===== src/rtl/cbi_pkg.sv =====
package cbi_pkg;
  typedef enum logic [1:0] {
    CBI_IDLE = 2'd0,
    CBI_RUN  = 2'd1,
    CBI_HOLD = 2'd2
  } cbi_state_e;
endpackage


===== src/rtl/cbi_addr_gen.sv =====
// Word address generator: {stream, channel}, ascending order.
module cbi_addr_gen #(
  parameter int STREAMS  = 16,
  parameter int CHANNELS = 128
) (
  input  logic                                         clk,
  input  logic                                         rst,
  input  logic                                         clr,
  input  logic                                         step,
  output logic [$clog2(STREAMS)+$clog2(CHANNELS)-1:0]  addr,
  output logic                                         at_last
);
  localparam int SW = $clog2(STREAMS);
  localparam int CW = $clog2(CHANNELS);
  localparam int AW = SW + CW;
  localparam logic [SW-1:0] S_LAST = SW'(STREAMS - 1);
  localparam logic [CW-1:0] C_LAST = CW'(CHANNELS - 1);
  localparam bit FLAT = ((1 << SW) == STREAMS) && ((1 << CW) == CHANNELS);

  generate
    if (FLAT) begin : g_flat
      // Both dimensions are powers of two: one binary counter covers the map.
      logic [AW-1:0] cnt;
      always_ff @(posedge clk) begin
        if (rst || clr) cnt <= '0;
        else if (step)  cnt <= cnt + 1'b1;
      end
      assign addr    = cnt;
      assign at_last = (cnt == {S_LAST, C_LAST});
    end else begin : g_nested
      // Channel counter wraps early and carries into the stream counter.
      logic [SW-1:0] s_cnt;
      logic [CW-1:0] c_cnt;
      always_ff @(posedge clk) begin
        if (rst || clr) begin
          s_cnt <= '0;
          c_cnt <= '0;
        end else if (step) begin
          if (c_cnt == C_LAST) begin
            c_cnt <= '0;
            s_cnt <= s_cnt + 1'b1;
          end else begin
            c_cnt <= c_cnt + 1'b1;
          end
        end
      end
      assign addr    = {s_cnt, c_cnt};
      assign at_last = (s_cnt == S_LAST) && (c_cnt == C_LAST);
    end
  endgenerate
endmodule


===== src/rtl/cbi_word_fmt.sv =====
// Captures the pattern at fill start and builds the memory word.
module cbi_word_fmt #(
  parameter int WORD_W = 12,
  parameter int PAT_W  = 3
) (
  input  logic              clk,
  input  logic              rst,
  input  logic              load,
  input  logic [PAT_W-1:0]  pat,
  output logic [WORD_W-1:0] word
);
  logic [WORD_W-1:0] nxt;

  generate
    for (genvar b = 0; b < WORD_W; b++) begin : g_bit
      if (b < PAT_W) begin : g_pat
        assign nxt[b] = pat[b];
      end else begin : g_zero
        assign nxt[b] = 1'b0;
      end
    end
  endgenerate

  always_ff @(posedge clk) begin
    if (rst)       word <= '0;
    else if (load) word <= nxt;
  end
endmodule


===== src/rtl/cbi_ctrl.sv =====
// Fill sequencing state machine with registered strobe, done and lock.
module cbi_ctrl
  import cbi_pkg::*;
(
  input  logic clk,
  input  logic rst,
  input  logic en,
  input  logic go,
  input  logic grant,
  input  logic at_last,
  output logic load,
  output logic step,
  output logic wr_en,
  output logic done,
  output logic lock
);
  cbi_state_e state;
  logic       trig;

  assign trig = en & go;
  assign load = (state == CBI_IDLE) & trig;
  assign step = (state == CBI_RUN) & trig & grant & ~at_last;

  always_ff @(posedge clk) begin
    if (rst) begin
      state <= CBI_IDLE;
      wr_en <= 1'b0;
      done  <= 1'b0;
      lock  <= 1'b0;
    end else begin
      unique case (state)
        CBI_IDLE: begin
          if (trig) begin
            state <= CBI_RUN;
            wr_en <= 1'b1;
            lock  <= 1'b1;
          end
        end
        CBI_RUN: begin
          if (!trig) begin
            wr_en <= 1'b0;
            if (go) begin
              state <= CBI_HOLD;
            end else begin
              state <= CBI_IDLE;
              lock  <= 1'b0;
            end
          end else if (grant && at_last) begin
            wr_en <= 1'b0;
            done  <= 1'b1;
            state <= CBI_HOLD;
          end
        end
        CBI_HOLD: begin
          if (!go) begin
            state <= CBI_IDLE;
            done  <= 1'b0;
            lock  <= 1'b0;
          end
        end
        default: begin
          state <= CBI_IDLE;
          wr_en <= 1'b0;
          done  <= 1'b0;
          lock  <= 1'b0;
        end
      endcase
    end
  end
endmodule


===== src/rtl/cm_block_init.sv =====
// Connection memory block fill sequencer (top).
module cm_block_init #(
  parameter int STREAMS  = 16,
  parameter int CHANNELS = 128,
  parameter int WORD_W   = 12,
  parameter int PAT_W    = 3
) (
  input  logic                                        clk,
  input  logic                                        rst,
  input  logic                                        blk_en,
  input  logic                                        blk_go,
  input  logic [PAT_W-1:0]                            fill_pat,
  input  logic                                        mem_grant,
  output logic                                        cm_wr_en,
  output logic [$clog2(STREAMS)+$clog2(CHANNELS)-1:0] cm_wr_addr,
  output logic [WORD_W-1:0]                           cm_wr_data,
  output logic                                        fill_done,
  output logic                                        host_lock
);
  logic load, step, at_last;

  cbi_ctrl u_ctrl (
    .clk     (clk),
    .rst     (rst),
    .en      (blk_en),
    .go      (blk_go),
    .grant   (mem_grant),
    .at_last (at_last),
    .load    (load),
    .step    (step),
    .wr_en   (cm_wr_en),
    .done    (fill_done),
    .lock    (host_lock)
  );

  cbi_addr_gen #(.STREAMS(STREAMS), .CHANNELS(CHANNELS)) u_addr (
    .clk     (clk),
    .rst     (rst),
    .clr     (load),
    .step    (step),
    .addr    (cm_wr_addr),
    .at_last (at_last)
  );

  cbi_word_fmt #(.WORD_W(WORD_W), .PAT_W(PAT_W)) u_word (
    .clk  (clk),
    .rst  (rst),
    .load (load),
    .pat  (fill_pat),
    .word (cm_wr_data)
  );
endmodule


===== config.mk =====
export PLATFORM = sky130hd
export DESIGN_NAME = cm_block_init
export DESIGN_NICKNAME = d
export VERILOG_FILES = /design/src/rtl/cbi_pkg.sv /design/src/rtl/cbi_addr_gen.sv /design/src/rtl/cbi_word_fmt.sv /design/src/rtl/cbi_ctrl.sv /design/src/rtl/cm_block_init.sv
export SDC_FILE = /design/constraint.sdc
export NUM_CORES = 1
export LEC_CHECK = 0
export BUFFER_PORTS_ARGS = -buffer_cell sky130_fd_sc_hd__buf_2
export CAP_MARGIN = 20
export CORE_ASPECT_RATIO = 1.4
export CORE_MARGIN = 3
export CORE_UTILIZATION = 35
export CTS_CLUSTER_SIZE = 8
export DETAILED_ROUTE_END_ITERATION = 10
export GPL_TIMING_DRIVEN = 0
export PLACE_DENSITY = 0.59
export RECOVER_POWER = 25
export SYNTH_ARGS = -nofsm -noshare
export SYNTH_HDL_FRONTEND = slang
export SYNTH_HIERARCHICAL = 1
export SYNTH_SLANG_ARGS = --single-unit

===== constraint.sdc =====
create_clock -name clk -period 5 [get_ports clk]
set_clock_uncertainty 0.05 [all_clocks]
set_input_delay 0.25 -clock clk [delete_from_list [all_inputs] [get_ports clk]]
set_output_delay 0.25 -clock clk [all_outputs]
set_load 0.02 [all_outputs]

Yosys cells after proc, flatten, opt, wreduce, memory -nomap -nowiden

Cells that the tools add are included.
Widths: inputs -> output; s select.

Bits in registers: 19
Input bits: 8
Output and inout bits: 26
Word-level logic and storage cells: 48

$add $sub $neg: 1
Eq/ne operators: 9
Multiplexer cells: 17
Bitwise logic cells: 8
Reductions and logical operators: 7

Operators with widths:

| operator              | count |
|---|---|
| $add 11x1->11 const B | 1 |
| $eq 11x11->1 const B  | 1 |
| $mux 2                | 5 |
| $pmux 1 s3            | 3 |
| $mux 1                | 8 |
| $ne 2x2->1 const B    | 3 |
| $pmux 2 s3            | 1 |
| $reduce_and 3->1      | 2 |
| $and 1x1->1           | 5 |
| $ne 2x1->1 const B    | 2 |
| $reduce_and 4->1      | 1 |
| $ne 3x3->1 const B    | 1 |
| $not 1->1             | 3 |
| $eq 2x1->1 const B    | 1 |
| $eq 2x2->1 const B    | 1 |
| $logic_not 2->1       | 1 |
| $reduce_and 2->1      | 1 |
| $logic_and 1x1->1     | 1 |
| $logic_or 1x1->1      | 1 |

Logic depth before layout (Yosys ltp)

Gate-level depths: netlist (run 1).

Depth after elaboration: 5
Mapped depth: 8
Depth with buffers taken out: 7

Modules after synthesis

Netlist (run 1), hierarchy kept.

Modules (own cells, without submodules):

| module       | times used | cells an instance | area each (um^2) | seq. area each (um^2) |
|---|---|---|---|---|
| cbi_addr_gen | 1          | 57                | 511.7            | 220.2 |
| cbi_ctrl     | 1          | 42                | 354.1            | 100.1 |
| cbi_word_fmt | 1          | 19                | 172.7            | 60.1 |

Least setup slack after synthesis (run 1)

OpenSTA, ideal clock, no wires.

Path type: reg-to-reg
Start point: register u_addr.g_flat.cnt[0] (netlist: u_addr/addr[0])
End point: register u_addr.g_flat.cnt[9] (netlist: u_addr/addr[9])
Setup time: 0.071 ns
Arrival time: 1.832 ns
Required time: 4.879 ns
Slack: 3.048 ns
Stages on the path, launching flop included: 9
Buffers on the path: 1
Period minus slack after synthesis: 1.952 ns
Path through: dfxtp_1 -> ha_1 -> nand3_1 -> nor3_1 -> and3b_1 -> buf_2 -> nand3_1 -> or4_1 -> a21oi_1

Cells in the longest elaborated chain, start to end: 3
Elaborated cells on any way between the ends: 4
Those cells by class: add/sub: 1; eq/ne: 1; bitwise: 2

RTL lines:

| what                     | line                | source |
|---|---|---|
| start: declaration       | cbi_addr_gen.sv:23  | `logic [AW-1:0] cnt;` |
| start signal: assignment | cbi_addr_gen.sv:26  | `else if (step) cnt <= cnt + 1'b1;` |
| $eq 11x11->1             | cbi_addr_gen.sv:29  | `assign at_last = (cnt == {S_LAST, C_LAST});` |
| net at_last              | cm_block_init.sv:20 | `logic load, step, at_last;` |
| $not 1->1                | cbi_ctrl.sv:22      | `assign step = (state == CBI_RUN) & trig & grant & ~at_last;` |
| $and 1x1->1              | cbi_ctrl.sv:22      |  |
| net step                 | cm_block_init.sv:20 |  |

The timed path passes the listed nets, and every way through them passes these cells.
A chain may end at the register's enable or synchronous reset.

Worst setup path in the final report (run 1)

Start point: register u_ctrl.state[1]
End point: register u_addr.g_flat.cnt[7] (netlist: u_addr/addr[7])

Cells in the longest elaborated chain, start to end: 4
Elaborated cells on any way between the ends: 7
Those cells by class: eq/ne: 1; bitwise: 4; reduce/logical: 2

RTL lines:

| what                     | line                | source |
|---|---|---|
| start: declaration       | cbi_ctrl.sv:17      | `cbi_state_e state;` |
| start signal: assignment | cbi_ctrl.sv:26      | `state <= CBI_IDLE;` |
| start signal: assignment | cbi_ctrl.sv:34      | `state <= CBI_RUN;` |
| start signal: assignment | cbi_ctrl.sv:43      | `state <= CBI_HOLD;` |
| $eq 2x1->1               | cbi_ctrl.sv:22      |  |
| $and 1x1->1 (3 in a row) | cbi_ctrl.sv:22      |  |
| net step                 | cm_block_init.sv:20 |  |

The timed path passes the listed nets, and every way through them passes these cells.

==> results of run 1 <==
## synth_stat cells
master / instances
nand4_1: 2
a221oi_1: 1
a211oi_1: 1
buf_2: 2
xnor2_1: 1
clkbuf_1: 1
or3_2: 1
a22oi_1: 1
o2111ai_1: 1
nor2b_1: 1
a21oi_1: 7
ha_1: 6
nand2_2: 1
xor2_1: 3
conb_1: 1
nand2_1: 6
buf_4: 9
buf_6: 1
or2_2: 1
o21ai_0: 3
or3_1: 3
and3_2: 2
and3b_1: 1
inv_1: 5
o311ai_0: 1
nand3_1: 6
nor2_1: 12
nand4_2: 1
o31ai_1: 3
dfxtp_1: 19
mux2i_1: 6
nor3_1: 3
nor4_1: 1
a221oi_2: 1
o41ai_1: 1
or4_1: 3
## kinds of logic after synthesis
logic type | share of synthesized area [%]
AND/OR/NAND/NOR | 22.65
AO/OA/AOI/OAI | 13.25
flip-flops | 36.63
buffers and inverters | 10.72
adder cells (fa/ha/maj) | 7.229
multiplexers | 5.783
XOR/XNOR | 3.374
other | 0.3611
## worst max-delay path: cells and delay by family (launching register included)
family | cells | cell delay (ns)
AO/OA/AOI/OAI | 1 | 0.14
buffers and inverters | 2 | 0.31
adder cells (fa/ha/maj) | 1 | 0.23
flip-flops | 1 | 0.36
AND/OR/NAND/NOR | 4 | 1.05
## state kept, by name, summed over array words and instances (netlist names)
register	count
u_ctrl/wr_en	1
u_ctrl/state	2
u_ctrl/done	1
u_addr/addr	11
u_word/word	3
u_ctrl/lock	1
## final cells by class
type | instances | area [um^2]
Fill cell | 272 | 1476
Multi-Input combinational cell | 89 | 576.8
Sequential cell | 19 | 380.4
Timing Repair Buffer | 24 | 108.9
Buffer | 13 | 92.59
Tap cell | 36 | 45.04
Clock buffer | 4 | 26.28
Inverter | 5 | 18.77
## per-stage QoR
step                hold slack (ns)  setup slack (ns)
floorplan                    0.2691             3.048
global placement             0.4221             2.877
detailed placement           0.4320             2.846
CTS                          0.1313             2.820
global route                 0.1554             2.699
finish                       0.1436             2.802
## worst paths after layout
kind / startpoint / end / slack (ns) / depth (start not counted)
hold / removal: fill_pat[0] / u_word/word[0] / 0.14 / 3
hold reg to reg: u_word/word[0] / u_word/word[0] / 0.45 / 2
setup reg to reg: u_ctrl/state[1] / u_addr/addr[7] / 2.80 / 8
setup / recovery: u_ctrl/state[1] / u_addr/addr[7] / 2.80 / 8
## power by group
part | leakage (nW) | internal [mW] | switching, mW
clock | 0.0150 | 0.0310 | 0.0456
sequential | 0.154 | 0.159 | 0.00532
combinational | 0.366 | 0.0324 | 0.0489
## metal layers
| metal | share of wire [%] | GRT usage [%] |
|---|---|---|
| met5 | 0 | 0 |
| met4 | 0.64 | 4.373 |
| met3 | 5.3 | 2.345 |
| met2 | 54 | 23.64 |
| met1 | 40 | 14.40 |
==> impl_metrics.json, run 1 <==
{
  "status": "finished clean",
  "cts.path.max_buffers": 2,
  "drt-pass1-iter-count": 4,
  "place.gp.congestion": 0.7400,
  "cp_max_fo": 8,
  "crit_slowest_cell": "or4_1",
  "wl_per_cell_um": 11.55,
  "grt_pass1_wl_mm": 3.753,
  "die_w_um": 52.04,
  "grt.overflow.total": 0,
  "powerDensity_nw_per_um2": 257.8,
  "leakage_nw": 0.5348,
  "final_max_slew_viol_count": 0,
  "htreeDepth": 1,
  "antenna_left": 0,
  "ys.warnings.count": 6,
  "placed_cells": 186,
  "setup_violations": 0,
  "grt_antenna_before_repair": 0,
  "synth_area_um2": 1038,
  "final.period_utilization_pct": 43.95,
  "nets": 169,
  "ios": 34,
  "yosys_register_bits": 19,
  "core-area_um2": 2725,
  "rsz0062_at_grt": "no",
  "grt_max_degree": 12,
  "worstSetupPathType": "reg2reg",
  "worst_setup_path_start_kind": "flip-flop",
  "cts.sinks": 19,
  "ctsResizeCount": 0,
  "drc": 0,
  "wl_mm": 2.195,
  "rows": 22,
  "synth_top_cell_by_area": "dfxtp_1",
  "cts_tree": "built",
  "first_global_vias": 858,
  "clk_pin_slew_ns": 0.10,
  "final_area_um2": 1249,
  "die_h_um": 70.45,
  "crit_chain": "inv_1, ha_1, and3_2, and3b_1, buf_2, nand3_1, or4_1, a21oi_1",
  "postLayoutCoreUtil_pct": 45.82,
  "insertion_delay_ns": 0.29,
  "hold_class": "in2reg",
  "syn_inst": 118,
  "cp.required_ns": 5.18,
  "final.min_clock_period_ns": 2.198,
  "p_total_uw": 321.9,
  "initial_utilization_pct": 38.11,
  "vdd_drop_max_mv": 0.1256,
  "root_buffer": "clkbuf_4",
  "drt-initial-drc-count": 24,
  "die_area_um2": 3666,
  "crit_arrival_ns": 2.38,
  "cpPeakStageDelay_ns": 0.45,
  "yosys.cell_types.count": 36,
  "cts_made_buffers": 3,
  "yosysTopAreaCellShare_pct": 36.63,
  "hold_viol": 0,
  "grt_use_total_pct": 12.97,
  "ys_top_cells_by_area": "dfxtp_1 (37%), ha_1 (7.2%), buf_4 (6.5%), mux2i_1 (5.8%), nor2_1 (4.3%)",
  "post_dp_cell_area_um2": 1234,
  "n_antenna_cell": 0,
  "postCtsHoldBufs": 0,
  "avgSynthCellArea_um2": 8.801,
  "max_freq_mhz": 455.0,
  "synthToLayoutAreaGrowth_pct": 20.24,
  "endpoint_kind": "flip-flop",
  "yosysSeqAreaShare_pct": 36.63,
  "post-cts-setup-buffers": 0,
  "finalSetupTns_ns": 0,
  "drive_gt1_share_pct": 24.03,
  "port_buffers": 24,
  "cap_viol_max_count": 0,
  "drt-vias-per-instance": 4.847,
  "dr_total_vias": 921,
  "final_common_cell": "dfxtp_1",
  "dp_hpwl_mm": 1.709,
  "fin_cells": 190,
  "final_cell_mix": "dfxtp_1 (19), buf_2 (17), nor2_1 (12)"
}
(Power assumes the default switching activity.)
==> inputs of run 2 (changes only) <==
==> constraint.sdc (replaced) <==
create_clock -name clk -period 2.3 [get_ports clk]
set_clock_uncertainty 0.05 [all_clocks]
set_input_delay 0.115 -clock clk [delete_from_list [all_inputs] [get_ports clk]]
set_output_delay 0.115 -clock clk [all_outputs]
set_load 0.02 [all_outputs]
==> impl_metrics.json, run 2 (synthesis results as in run 1) <==
{
  "cts_tree": "built",
  "place.gp.congestion": 0.7400,
  "powerDensity_nw_per_um2": 555.0,
  "htreeDepth": 1,
  "post_dp_cell_area_um2": 1234,
  "port_buffers": 24,
  "max_freq_mhz": 471.8,
  "wl_per_cell_um": 11.49,
  "worstSetupPathType": "reg2reg",
  "die_h_um": 70.45,
  "status": "finished clean",
  "final_cell_mix": "dfxtp_1 (19), buf_2 (17), nor2_1 (12)",
  "wl_met1_um": 876,
  "critical_path.startpoint": "u_ctrl/state[1]",
  "dr_total_vias": 923,
  "root_buffer": "clkbuf_4",
  "clk_pin_slew_ns": 0.11,
  "post-place-ws_ns": 0.1459,
  "die_area_um2": 3666,
  "cpPeakStageDelay_ns": 0.42,
  "crit_slowest_cell": "or4_1",
  "nets": 170,
  "fin_cells": 191,
  "final_area_um2": 1264,
  "cts_made_buffers": 3,
  "placed_cells": 186,
  "crit_chain": "inv_1, ha_1, and3_2, and3b_1, buf_2, nand3_2, or4_1, a21oi_1",
  "finalSetupTns_ns": 0,
  "dp_hpwl_mm": 1.709,
  "endpoint": "u_addr/addr[7]",
  "drc": 0,
  "n_antenna_cell": 0,
  "grt_antenna_before_repair": 0,
  "r2r-end": "u_addr/addr[7]",
  "vdd_drop_max_mv": 0.2732,
  "endpoint_kind": "flip-flop",
  "wl_mm": 2.194,
  "core-area_um2": 2725,
  "whs_path_depth": 3,
  "die_w_um": 52.04,
  "hold_viol": 0,
  "drt-initial-drc-count": 24,
  "antenna_left": 0,
  "drt-vias-per-instance": 4.832,
  "setup_violations": 0,
  "largest_reg_flops": 11,
  "reg2reg_slack_ns": 0.18,
  "initial_utilization_pct": 38.11,
  "fillers": 270,
  "crit_arrival_ns": 2.30,
  "cp_max_fo": 8,
  "timing.final.ws_setup_ns": 0.1804,
  "postLayoutCoreUtil_pct": 46.37,
  "grt_use_total_pct": 12.93,
  "cts.path.max_buffers": 2,
  "final_common_cell": "dfxtp_1",
  "top_layer_used": "met4",
  "worst_setup_path_start_kind": "flip-flop",
  "grt.overflow.total": 0,
  "ios": 34,
  "leakage_nw": 0.5390,
  "drive_gt1_share_pct": 24.52,
  "grt_pass1_wl_mm": 3.739,
  "critPathTopFamily": "simple AND/OR/NAND/NOR gates",
  "met3WireLength_um": 110,
  "rsz0062_at_grt": "no",
  "rr_worst_depth": 8,
  "final.min_clock_period_ns": 2.120,
  "hold_class": "in2reg",
  "wl_met2_mm": 1.191,
  "first_global_vias": 859,
  "r2r-start": "u_ctrl/state[1]",
  "drt-pass1-iter-count": 4,
  "cts.sinks": 19,
  "final_max_slew_viol_count": 0,
  "crit_cells": 8,
  "insertion_delay_ns": 0.29,
  "synthToLayoutAreaGrowth_pct": 21.69,
  "cp.required_ns": 2.48,
  "rows": 22,
  "crit_buf_inv": 2,
  "cap_viol_max_count": 0,
  "grt_max_degree": 12,
  "final.period_utilization_pct": 92.16
}
==> run 2: changes by cell type in the layout (fill, tap and decap cells not counted) <==
cell / before / now
dlygate4sd3_1: 0 / 1
nand3_1: 6 / 5
nand3_2: 0 / 1
==> run 2: metrics by stage <==
stage	hold WS [ns]	power [mW]
global route	0.03662	0.7419
finish	0.008691	0.7014
floorplan	0.1341	0.4986
detailed placement	0.3105	0.5423
CTS	0.003061	0.7133
global placement	0.3045	0.5383
==> run 2: metal layers <==
layer | vias to the layer above | global-route usage [%]
met5 | - | 0
met4 | 0 | 4.373
met3 | 2 | 2.132
met2 | 20 | 23.64
met1 | 422 | 14.40
li1 | 479 | -
==> run 2: final cells by class <==
cell class	instances	area (um^2)	share of cell area, %
repair buffers	25	118.9	9.406
multi-input cells	89	581.8	46.04
clock buffers	4	26.28	2.079
flip-flops and latches	19	380.4	30.10
well taps	36	45.04	3.564
inverters	5	18.77	1.485
plain buffers	13	92.59	7.327
==> run 2: worst min-delay path by stage <==
stage,slack [ns],end,start
after global placement,0.30,u_word/word[2],fill_pat[2]
after CTS,0.003,u_word/word[0],fill_pat[0]
after detailed placement,0.31,u_word/word[2],fill_pat[2]
after global routing,0.04,u_word/word[1],fill_pat[1]
after floorplan,0.13,u_ctrl/lock,rst
final,0.009,u_word/word[0],fill_pat[0]
==> run 2: repair_timing <==
| item | 4_1_cts | 5_1_grt |
|---|---|---|
| hold buffers | 1 | 0 |
| hold endpoints to repair | 1 | 0 |
| setup buffers | 0 | 0 |
| gates resized for setup | 0 | 1 |
| setup endpoints to repair | 0 | 1 |
==> run 2: power by group <==
part	internal (mW)	total, mW	leakage (nW)	switching [mW]
Clock	0.0674	0.167	0.0150	0.0992
Sequential	0.345	0.357	0.154	0.0117
Combinational	0.0715	0.178	0.370	0.107
Total	0.484	0.701	0.539	0.217
==> run 2: tightest hold or removal path: cells and delay by family <==
kind          cells  cell delay (ns)
mux               1             0.05
buf+inv           1             0.08
simple gates      1             0.07
